### src/rtl/walk_pkg.sv
package walk_pkg;

    // entry flag positions
    localparam int ENT_P  = 0;
    localparam int ENT_RW = 1;
    localparam int ENT_US = 2;
    localparam int ENT_A  = 5;
    localparam int ENT_D  = 6;
    localparam int ENT_PS = 7;

    // generation modes
    typedef enum logic [1:0] {
        GEN_OLDEST = 2'd0,
        GEN_OLDER  = 2'd1,
        GEN_NEWER  = 2'd2,
        GEN_NEWER2 = 2'd3
    } gen_e;

    typedef enum logic [3:0] {
        ST_IDLE,
        ST_RD_DIR,
        ST_EVAL_DIR,
        ST_WB_DIR_EARLY,
        ST_RD_TBL,
        ST_EVAL_TBL,
        ST_WB_DIR_LATE,
        ST_WB_TBL,
        ST_WB_BIG,
        ST_FINISH
    } walk_state_e;

    typedef struct packed {
        logic        fault;
        logic        prot;
        logic [19:0] frame;
        logic [3:0]  acc;
    } walk_result_t;

    function automatic logic late_dir_access(input gen_e g);
        return (g == GEN_NEWER) || (g == GEN_NEWER2);
    endfunction

endpackage

### src/rtl/walk_addr.sv
module walk_addr
    import walk_pkg::*;
#(
    parameter int VA_W      = 32,
    parameter int PAGE_BITS = 12,
    parameter int DIR_BITS  = 10
) (
    input  logic [VA_W-1:0]           base,
    input  logic [VA_W-1:0]           lin,
    input  logic [VA_W-1:0]           pde,
    output logic [VA_W-1:0]           dir_addr,
    output logic [VA_W-1:0]           tbl_addr,
    output logic [VA_W-PAGE_BITS-1:0] big_frame
);
    localparam int TBL_BITS = VA_W - PAGE_BITS - DIR_BITS;
    localparam int FRAME_W  = VA_W - PAGE_BITS;

    logic [VA_W-1:0] dir_off;
    logic [VA_W-1:0] tbl_off;

    always_comb begin
        dir_off   = VA_W'(lin[VA_W-1 -: DIR_BITS]) << 2;
        tbl_off   = VA_W'(lin[PAGE_BITS +: TBL_BITS]) << 2;
        dir_addr  = {base[VA_W-1:PAGE_BITS], {PAGE_BITS{1'b0}}} | dir_off;
        tbl_addr  = {pde[VA_W-1:PAGE_BITS], {PAGE_BITS{1'b0}}} | tbl_off;
        big_frame = FRAME_W'({pde[VA_W-1 -: DIR_BITS], lin[PAGE_BITS +: TBL_BITS]});
    end
endmodule

### src/rtl/walk_perm.sv
module walk_perm
    import walk_pkg::*;
#(
    parameter int ENT_W = 32
) (
    input  logic [ENT_W-1:0] pde,
    input  logic [ENT_W-1:0] pte,
    input  logic             big,
    input  gen_e             gen,
    input  logic             user,
    input  logic             write,
    output logic             allow,
    output logic [3:0]       acc
);
    logic us;
    logic rw;

    always_comb begin
        if (big) begin
            us = pde[ENT_US];
            rw = pde[ENT_RW];
        end else begin
            us = (gen == GEN_OLDEST) ? (pde[ENT_US] | pte[ENT_US])
                                     : (pde[ENT_US] & pte[ENT_US]);
            rw = pde[ENT_RW] & pte[ENT_RW];
        end
        allow = !user || (us && (!write || rw));
        if (us)
            acc = (write && rw) ? 4'b1111 : 4'b0011;
        else
            acc = write ? 4'b0101 : 4'b0001;
    end
endmodule

### src/rtl/walk_update.sv
module walk_update
    import walk_pkg::*;
#(
    parameter int ENT_W = 32
) (
    input  logic [ENT_W-1:0] entry,
    input  logic             write,
    output logic             need,
    output logic [ENT_W-1:0] new_val
);
    always_comb begin
        need    = !entry[ENT_A] || (write && !entry[ENT_D]);
        new_val = entry;
        new_val[ENT_A] = 1'b1;
        if (write)
            new_val[ENT_D] = 1'b1;
    end
endmodule

### src/rtl/page_walker.sv
module page_walker
    import walk_pkg::*;
#(
    parameter int VA_W      = 32,
    parameter int PAGE_BITS = 12,
    parameter int DIR_BITS  = 10
) (
    input  logic                      clk,
    input  logic                      rst,
    input  logic                      req_valid,
    output logic                      req_ready,
    input  logic [VA_W-1:0]           req_lin,
    input  logic                      req_user,
    input  logic                      req_write,
    input  logic [1:0]                req_mode,
    input  logic [VA_W-1:0]           dir_base,
    output logic                      mem_req,
    output logic                      mem_we,
    output logic [VA_W-1:0]           mem_addr,
    output logic [VA_W-1:0]           mem_wdata,
    input  logic [VA_W-1:0]           mem_rdata,
    input  logic                      mem_ready,
    output logic                      done,
    output logic                      fault,
    output logic                      fault_prot,
    output logic [VA_W-PAGE_BITS-1:0] frame,
    output logic [3:0]                acc
);
    localparam int FRAME_W = VA_W - PAGE_BITS;

    walk_state_e     state;
    logic [VA_W-1:0] lin_q, base_q, pde_q, pte_q;
    logic            user_q, wr_q;
    gen_e            gen_q;
    walk_result_t    res;

    logic [VA_W-1:0]    dir_addr, tbl_addr;
    logic [FRAME_W-1:0] big_frame;
    logic               allow;
    logic [3:0]         acc_w;
    logic               pte_need, big_need, dir_need;
    logic [VA_W-1:0]    pte_new, big_new, dir_new;

    walk_addr #(.VA_W(VA_W), .PAGE_BITS(PAGE_BITS), .DIR_BITS(DIR_BITS)) u_addr (
        .base(base_q), .lin(lin_q), .pde(pde_q),
        .dir_addr(dir_addr), .tbl_addr(tbl_addr), .big_frame(big_frame)
    );

    walk_perm #(.ENT_W(VA_W)) u_perm (
        .pde(pde_q), .pte(pte_q), .big(pde_q[ENT_PS]), .gen(gen_q),
        .user(user_q), .write(wr_q), .allow(allow), .acc(acc_w)
    );

    walk_update #(.ENT_W(VA_W)) u_upd_tbl (
        .entry(pte_q), .write(wr_q), .need(pte_need), .new_val(pte_new)
    );
    walk_update #(.ENT_W(VA_W)) u_upd_big (
        .entry(pde_q), .write(wr_q), .need(big_need), .new_val(big_new)
    );
    walk_update #(.ENT_W(VA_W)) u_upd_dir (
        .entry(pde_q), .write(1'b0), .need(dir_need), .new_val(dir_new)
    );

    // memory port driven from state
    always_comb begin
        mem_req   = 1'b0;
        mem_we    = 1'b0;
        mem_addr  = '0;
        mem_wdata = '0;
        unique case (state)
            ST_RD_DIR: begin
                mem_req  = 1'b1;
                mem_addr = dir_addr;
            end
            ST_WB_DIR_EARLY, ST_WB_DIR_LATE: begin
                mem_req   = 1'b1;
                mem_we    = 1'b1;
                mem_addr  = dir_addr;
                mem_wdata = dir_new;
            end
            ST_WB_BIG: begin
                mem_req   = 1'b1;
                mem_we    = 1'b1;
                mem_addr  = dir_addr;
                mem_wdata = big_new;
            end
            ST_RD_TBL: begin
                mem_req  = 1'b1;
                mem_addr = tbl_addr;
            end
            ST_WB_TBL: begin
                mem_req   = 1'b1;
                mem_we    = 1'b1;
                mem_addr  = tbl_addr;
                mem_wdata = pte_new;
            end
            default: ;
        endcase
    end

    always_ff @(posedge clk) begin
        if (rst) begin
            state  <= ST_IDLE;
            lin_q  <= '0;
            base_q <= '0;
            pde_q  <= '0;
            pte_q  <= '0;
            user_q <= 1'b0;
            wr_q   <= 1'b0;
            gen_q  <= GEN_OLDEST;
            res    <= '0;
        end else begin
            unique case (state)
                ST_IDLE: if (req_valid) begin
                    lin_q  <= req_lin;
                    base_q <= dir_base;
                    user_q <= req_user;
                    wr_q   <= req_write;
                    gen_q  <= gen_e'(req_mode);
                    res    <= '0;
                    state  <= ST_RD_DIR;
                end
                ST_RD_DIR: if (mem_ready) begin
                    pde_q <= mem_rdata;
                    state <= ST_EVAL_DIR;
                end
                ST_EVAL_DIR: begin
                    if (!pde_q[ENT_P]) begin
                        res.fault <= 1'b1;
                        state     <= ST_FINISH;
                    end else if (pde_q[ENT_PS]) begin
                        if (!allow) begin
                            res.fault <= 1'b1;
                            res.prot  <= 1'b1;
                            state     <= ST_FINISH;
                        end else begin
                            res.frame <= big_frame;
                            res.acc   <= acc_w;
                            state     <= big_need ? ST_WB_BIG : ST_FINISH;
                        end
                    end else if (!late_dir_access(gen_q) && dir_need) begin
                        state <= ST_WB_DIR_EARLY;
                    end else begin
                        state <= ST_RD_TBL;
                    end
                end
                ST_WB_DIR_EARLY: if (mem_ready) begin
                    pde_q <= dir_new;
                    state <= ST_RD_TBL;
                end
                ST_RD_TBL: if (mem_ready) begin
                    pte_q <= mem_rdata;
                    state <= ST_EVAL_TBL;
                end
                ST_EVAL_TBL: begin
                    if (!pte_q[ENT_P]) begin
                        res.fault <= 1'b1;
                        state     <= ST_FINISH;
                    end else if (!allow) begin
                        res.fault <= 1'b1;
                        res.prot  <= 1'b1;
                        state     <= ST_FINISH;
                    end else begin
                        res.frame <= pte_q[VA_W-1:PAGE_BITS];
                        res.acc   <= acc_w;
                        if (dir_need)
                            state <= ST_WB_DIR_LATE;
                        else
                            state <= pte_need ? ST_WB_TBL : ST_FINISH;
                    end
                end
                ST_WB_DIR_LATE: if (mem_ready) begin
                    pde_q <= dir_new;
                    state <= pte_need ? ST_WB_TBL : ST_FINISH;
                end
                ST_WB_TBL, ST_WB_BIG: if (mem_ready) begin
                    state <= ST_FINISH;
                end
                ST_FINISH: state <= ST_IDLE;
                default:   state <= ST_IDLE;
            endcase
        end
    end

    assign req_ready  = (state == ST_IDLE);
    assign done       = (state == ST_FINISH);
    assign fault      = res.fault;
    assign fault_prot = res.prot;
    assign frame      = res.frame;
    assign acc        = res.acc;


    mem_hold_chk: assert property (@(posedge clk) disable iff (rst)
        (mem_req && !mem_ready) |=>
            (mem_req && $stable(mem_addr) && $stable(mem_we) && $stable(mem_wdata)));


    done_pulse_chk: assert property (@(posedge clk) disable iff (rst)
        done |=> !done);


    idle_quiet_chk: assert property (@(posedge clk) disable iff (rst)
        req_ready |-> (!mem_req && !done));


    result_hold_chk: assert property (@(posedge clk) disable iff (rst)
        (req_ready && $past(req_ready) && !$past(req_valid)) |->
            ($stable(fault) && $stable(fault_prot) && $stable(frame) && $stable(acc)));


    wb_sets_accessed_chk: assert property (@(posedge clk) disable iff (rst)
        (mem_req && mem_we) |-> mem_wdata[ENT_A]);


    acc_code_chk: assert property (@(posedge clk) disable iff (rst)
        (done && !fault) |-> (acc[0] && (!acc[3] || acc[1])));
endmodule

### config.mk
export PLATFORM = sky130hd
export DESIGN_NAME = page_walker
export DESIGN_NICKNAME = d
export VERILOG_FILES = /design/src/rtl/walk_pkg.sv /design/src/rtl/walk_addr.sv /design/src/rtl/walk_perm.sv /design/src/rtl/walk_update.sv /design/src/rtl/page_walker.sv
export SDC_FILE = /design/constraint.sdc
export NUM_CORES = 1
export LEC_CHECK = 0
export BUFFER_PORTS_ARGS = -buffer_cell sky130_fd_sc_hd__buf_2
export CORE_AREA = 3 3 113 115
export DETAILED_ROUTE_END_ITERATION = 8
export DIE_AREA = 0 0 116 118
export PLACE_DENSITY = 0.95
export SYNTH_ARGS = -nofsm -noshare
export SYNTH_HDL_FRONTEND = slang
export SYNTH_SLANG_ARGS = --single-unit
### constraint.sdc
create_clock -name clk -period 5.15 [get_ports clk]
set_input_delay 0.515 -clock clk [delete_from_list [all_inputs] [get_ports clk]]
set_output_delay 0.515 -clock clk [all_outputs]
set_load 0.02 [all_outputs]
==> impl_metrics.json <==
{
  "wirelength_um": 19400,
  "first_pass_iters": 6,
  "postCtsSetupBuffers": 0,
  "synth_cells": 805,
  "arrival_ns": 3.36,
  "postRouteAntennaNets": 0,
  "numCtsBuffers": 17,
  "first_global_vias": 6170,
  "drt-vias-per-instance": 5.94,
  "r2r_start": "state[0]",
  "clock_skew_ns": 0.00807,
  "timing.final.crit_share_pct": 75.3,
  "synth_top_family_by_area": "compound AO/OA/AOI/OAI gates",
  "r2r_end": "frame[3]",
  "synth-edff-count": 0,
  "maxCapViolCount": 0,
  "io_buffers": 171,
  "hold_violations": 0,
  "htreeDepth": 4,
  "routedWlPerCell_um": 17.8,
  "p_per_area_nw_per_um2": 385,
  "startpoint": "state[3]",
  "critPathRequiredTime_ns": 4.64,
  "cp_num_cells": 6,
  "grt_pass1_wl_um": 30800,
  "gr-total-overflow": 0,
  "ios": 198,
  "rows": 40,
  "setup_viol": 0,
  "status": "finished clean",
  "root_buffer": "clkbuf_16",
  "synth_top_area_share_pct": 42.6,
  "grt_use_total_pct": 28.2,
  "wl_met3_um": 1640,
  "crit_buf_inv": 3,
  "avgSynthCellArea_um2": 8.06,
  "dieArea_um2": 13700,
  "synth.distinct_cells": 58,
  "ir_drop_mv": 0.293,
  "synthArstFlopShare_pct": 0,
  "yosys_register_bits": 138,
  "fp.dieH_um": 118,
  "worstMarginPinSlew_ns": 1.22,
  "pre_cts_slack_ns": 1.79,
  "highest-signal-layer": "met5",
  "syn_area_um2": 6490,
  "wl_met2_um": 9290,
  "synth_mux_area_share_pct": 5.01,
  "p_total_mw": 3.01,
  "relSlewSlack_pct": 18.8,
  "cts_hold_buf": 0,
  "hold_class": "input port to flip-flop",
  "num-nets-final": 1032,
  "ys.flop_type": "dfxtp_1",
  "routabilityCongestion": 0.896,
  "ys.warnings.count": 0,
  "critPathLaunchType": "flip-flop",
  "numClockSinks": 138,
  "fillers": 991,
  "cp_top_family": "compound AO/OA/AOI/OAI gates",
  "synthTopCellsByArea": "dfxtp_1 (43%), nand2_1 (13%), a21oi_1 (8.9%), a22o_1 (8.1%), mux2_4 (4.9%)",
  "coreArea_um2": 11900,
  "ys_seq_area_share_pct": 42.6,
  "tns_ns": 0,
  "yosys.area_share.adder_pct": 0,
  "drc": 0,
  "path_clk_slew_ns": 0.06,
  "rsz0062_at_grt": "false",
  "via_count": 6468,
  "wl_met1_um": 7890,
  "hpwl_um": 12500,
  "slowest_stage": "dfxtp_1",
  "max_stage_delay_ns": 0.77,
  "clockBufferDepth": 2,
  "max_freq_mhz": 258,
  "drive_gt1_share_pct": 26.2,
  "cp-endpoint": "mem_addr[10]",
  "layout_setup_ws_ns": 1.27,
  "cts_tree": "built",
  "cts_resized": 0,
  "synth_compound_area_share_pct": 25.2,
  "path_cells": "inv_2 -> nor4_2 -> a21o_1 -> buf_4 -> a22o_1 -> buf_2",
  "drtIter0Drc": 839,
  "fin_crit_ns": 3.88,
  "clk-insertion-delay-late_ns": 0.42,
  "reg2reg_depth": 4,
  "start_util_pct": 54.5,
  "antenna_found_initial": 3,
  "grt_max_degree": 79,
  "synth-xor-area-share_pct": 0.135,
  "critPathKind": "flip-flop to output pin",
  "end_kind": "output pin",
  "cp_max_fo": 21,
  "yosysTopAreaCell": "dfxtp_1",
  "drv_slew": 0,
  "syn2layout_area_growth_pct": 20.6,
  "leakagePower_nw": 3.29,
  "timing.reg2reg.setup_slack_ns": 2.00,
  "synth-simple-area-share_pct": 21.1,
  "fp.dieW_um": 116
}
==> power breakdown <==
part,internal [mW],leakage [nW],switching (mW)
Combinational,0.204,1.88,0.394
Sequential,1.15,1.12,0.0872
Clock,0.745,0.287,0.436
==> placed cells by master (no fill, tap or decap), types with 4 or more instances in the layout <==
master / count
a21oi_1: 115
nand2_1: 223
a22oi_1: 20
nor3_1: 4
clkbuf_16: 17
dfxtp_1: 138
o21ai_0: 13
buf_2: 170
nor2b_1: 26
a22o_1: 60
buf_4: 11
nor2_1: 33
a31oi_1: 4
clkinv_2: 5
nand3_1: 4
o211ai_1: 5
mux2_4: 21
and3_1: 4
==> registers in the layout, summed over array words and instances (netlist names) <==
register    cells
frame          20
base_q         20
wr_q            1
state           4
pte_q          32
pde_q          32
fault_prot      1
lin_q          20
gen_q           2
acc             4
fault           1
user_q          1
==> tightest hold or removal path: cells and delay by family <==
family	cells	cell delay [ns]
AND/OR/NAND/NOR	1	0.05
buffers and inverters	1	0.09
AO/OA/AOI/OAI	1	0.05
==> layout make-up <==
class	instances	area, um^2	share of cell area (%)
Clock buffer	23	478	6.11
Antenna cell	2	5.00	0.0639
Sequential cell	138	2760	35.3
Clock inverter	8	93.8	1.20
Timing Repair Buffer	181	933	11.9
Multi-Input combinational cell	586	3360	42.9
Tap cell	147	184	2.35
Inverter	4	15.0	0.192
==> layer usage <==
| metal | up-vias | GRT usage (%) |
|---|---|---|
| li1 | 3030 | - |
| met1 | 3050 | 36.1 |
| met2 | 333 | 44.1 |
| met3 | 53 | 6.84 |
| met4 | 2 | 13.6 |
| met5 | - | 0 |
==> metrics by stage <==
stage,area [um^2],utilization (%),instances,hold slack [ns]
6_report,7830,65.7,1089,0.334
5_1_grt,7830,65.7,1089,0.332
4_1_cts,7820,65.7,1087,0.320
3_3_place_gp,7250,60.9,1056,0.441
3_5_place_dp,7250,60.9,1056,0.445
2_1_floorplan,6490,-,806,0.432
==> synth_stat cells, types with 8 or more instances <==
library cell and count:
a22oi_1 20, mux2_4 21, nor2_1 33, o21ai_0 13, buf_4 8, a21oi_1 115
dfxtp_1 138, a22o_1 60, buf_2 24, nand2_1 224, clkbuf_1 40, nor2b_1 27
==> logic make-up (layout without fill, tap and decap cells) <==
family                    count (synthesis)  in the layout
DFF                                     138            138
and+or+nand+nor                         315            315
buffers and inverters                    82            216
AOI/OAI and AO/OA                       246            246
xor gates and xnor gates                  1              1
muxes                                    22             22
other                                     1              4
==> worst min-delay path by stage <==
stage,cells past startpoint,start,endpoint
5_1_grt,3,mem_rdata[12],pde_q[12]
2_1_floorplan,2,pte_q[5],pte_q[5]
3_5_place_dp,2,fault,fault
3_3_place_gp,2,pte_q[7],pte_q[7]
4_1_cts,3,req_write,wr_q
6_report,3,req_lin[23],lin_q[23]
(Power assumes the default switching activity.)
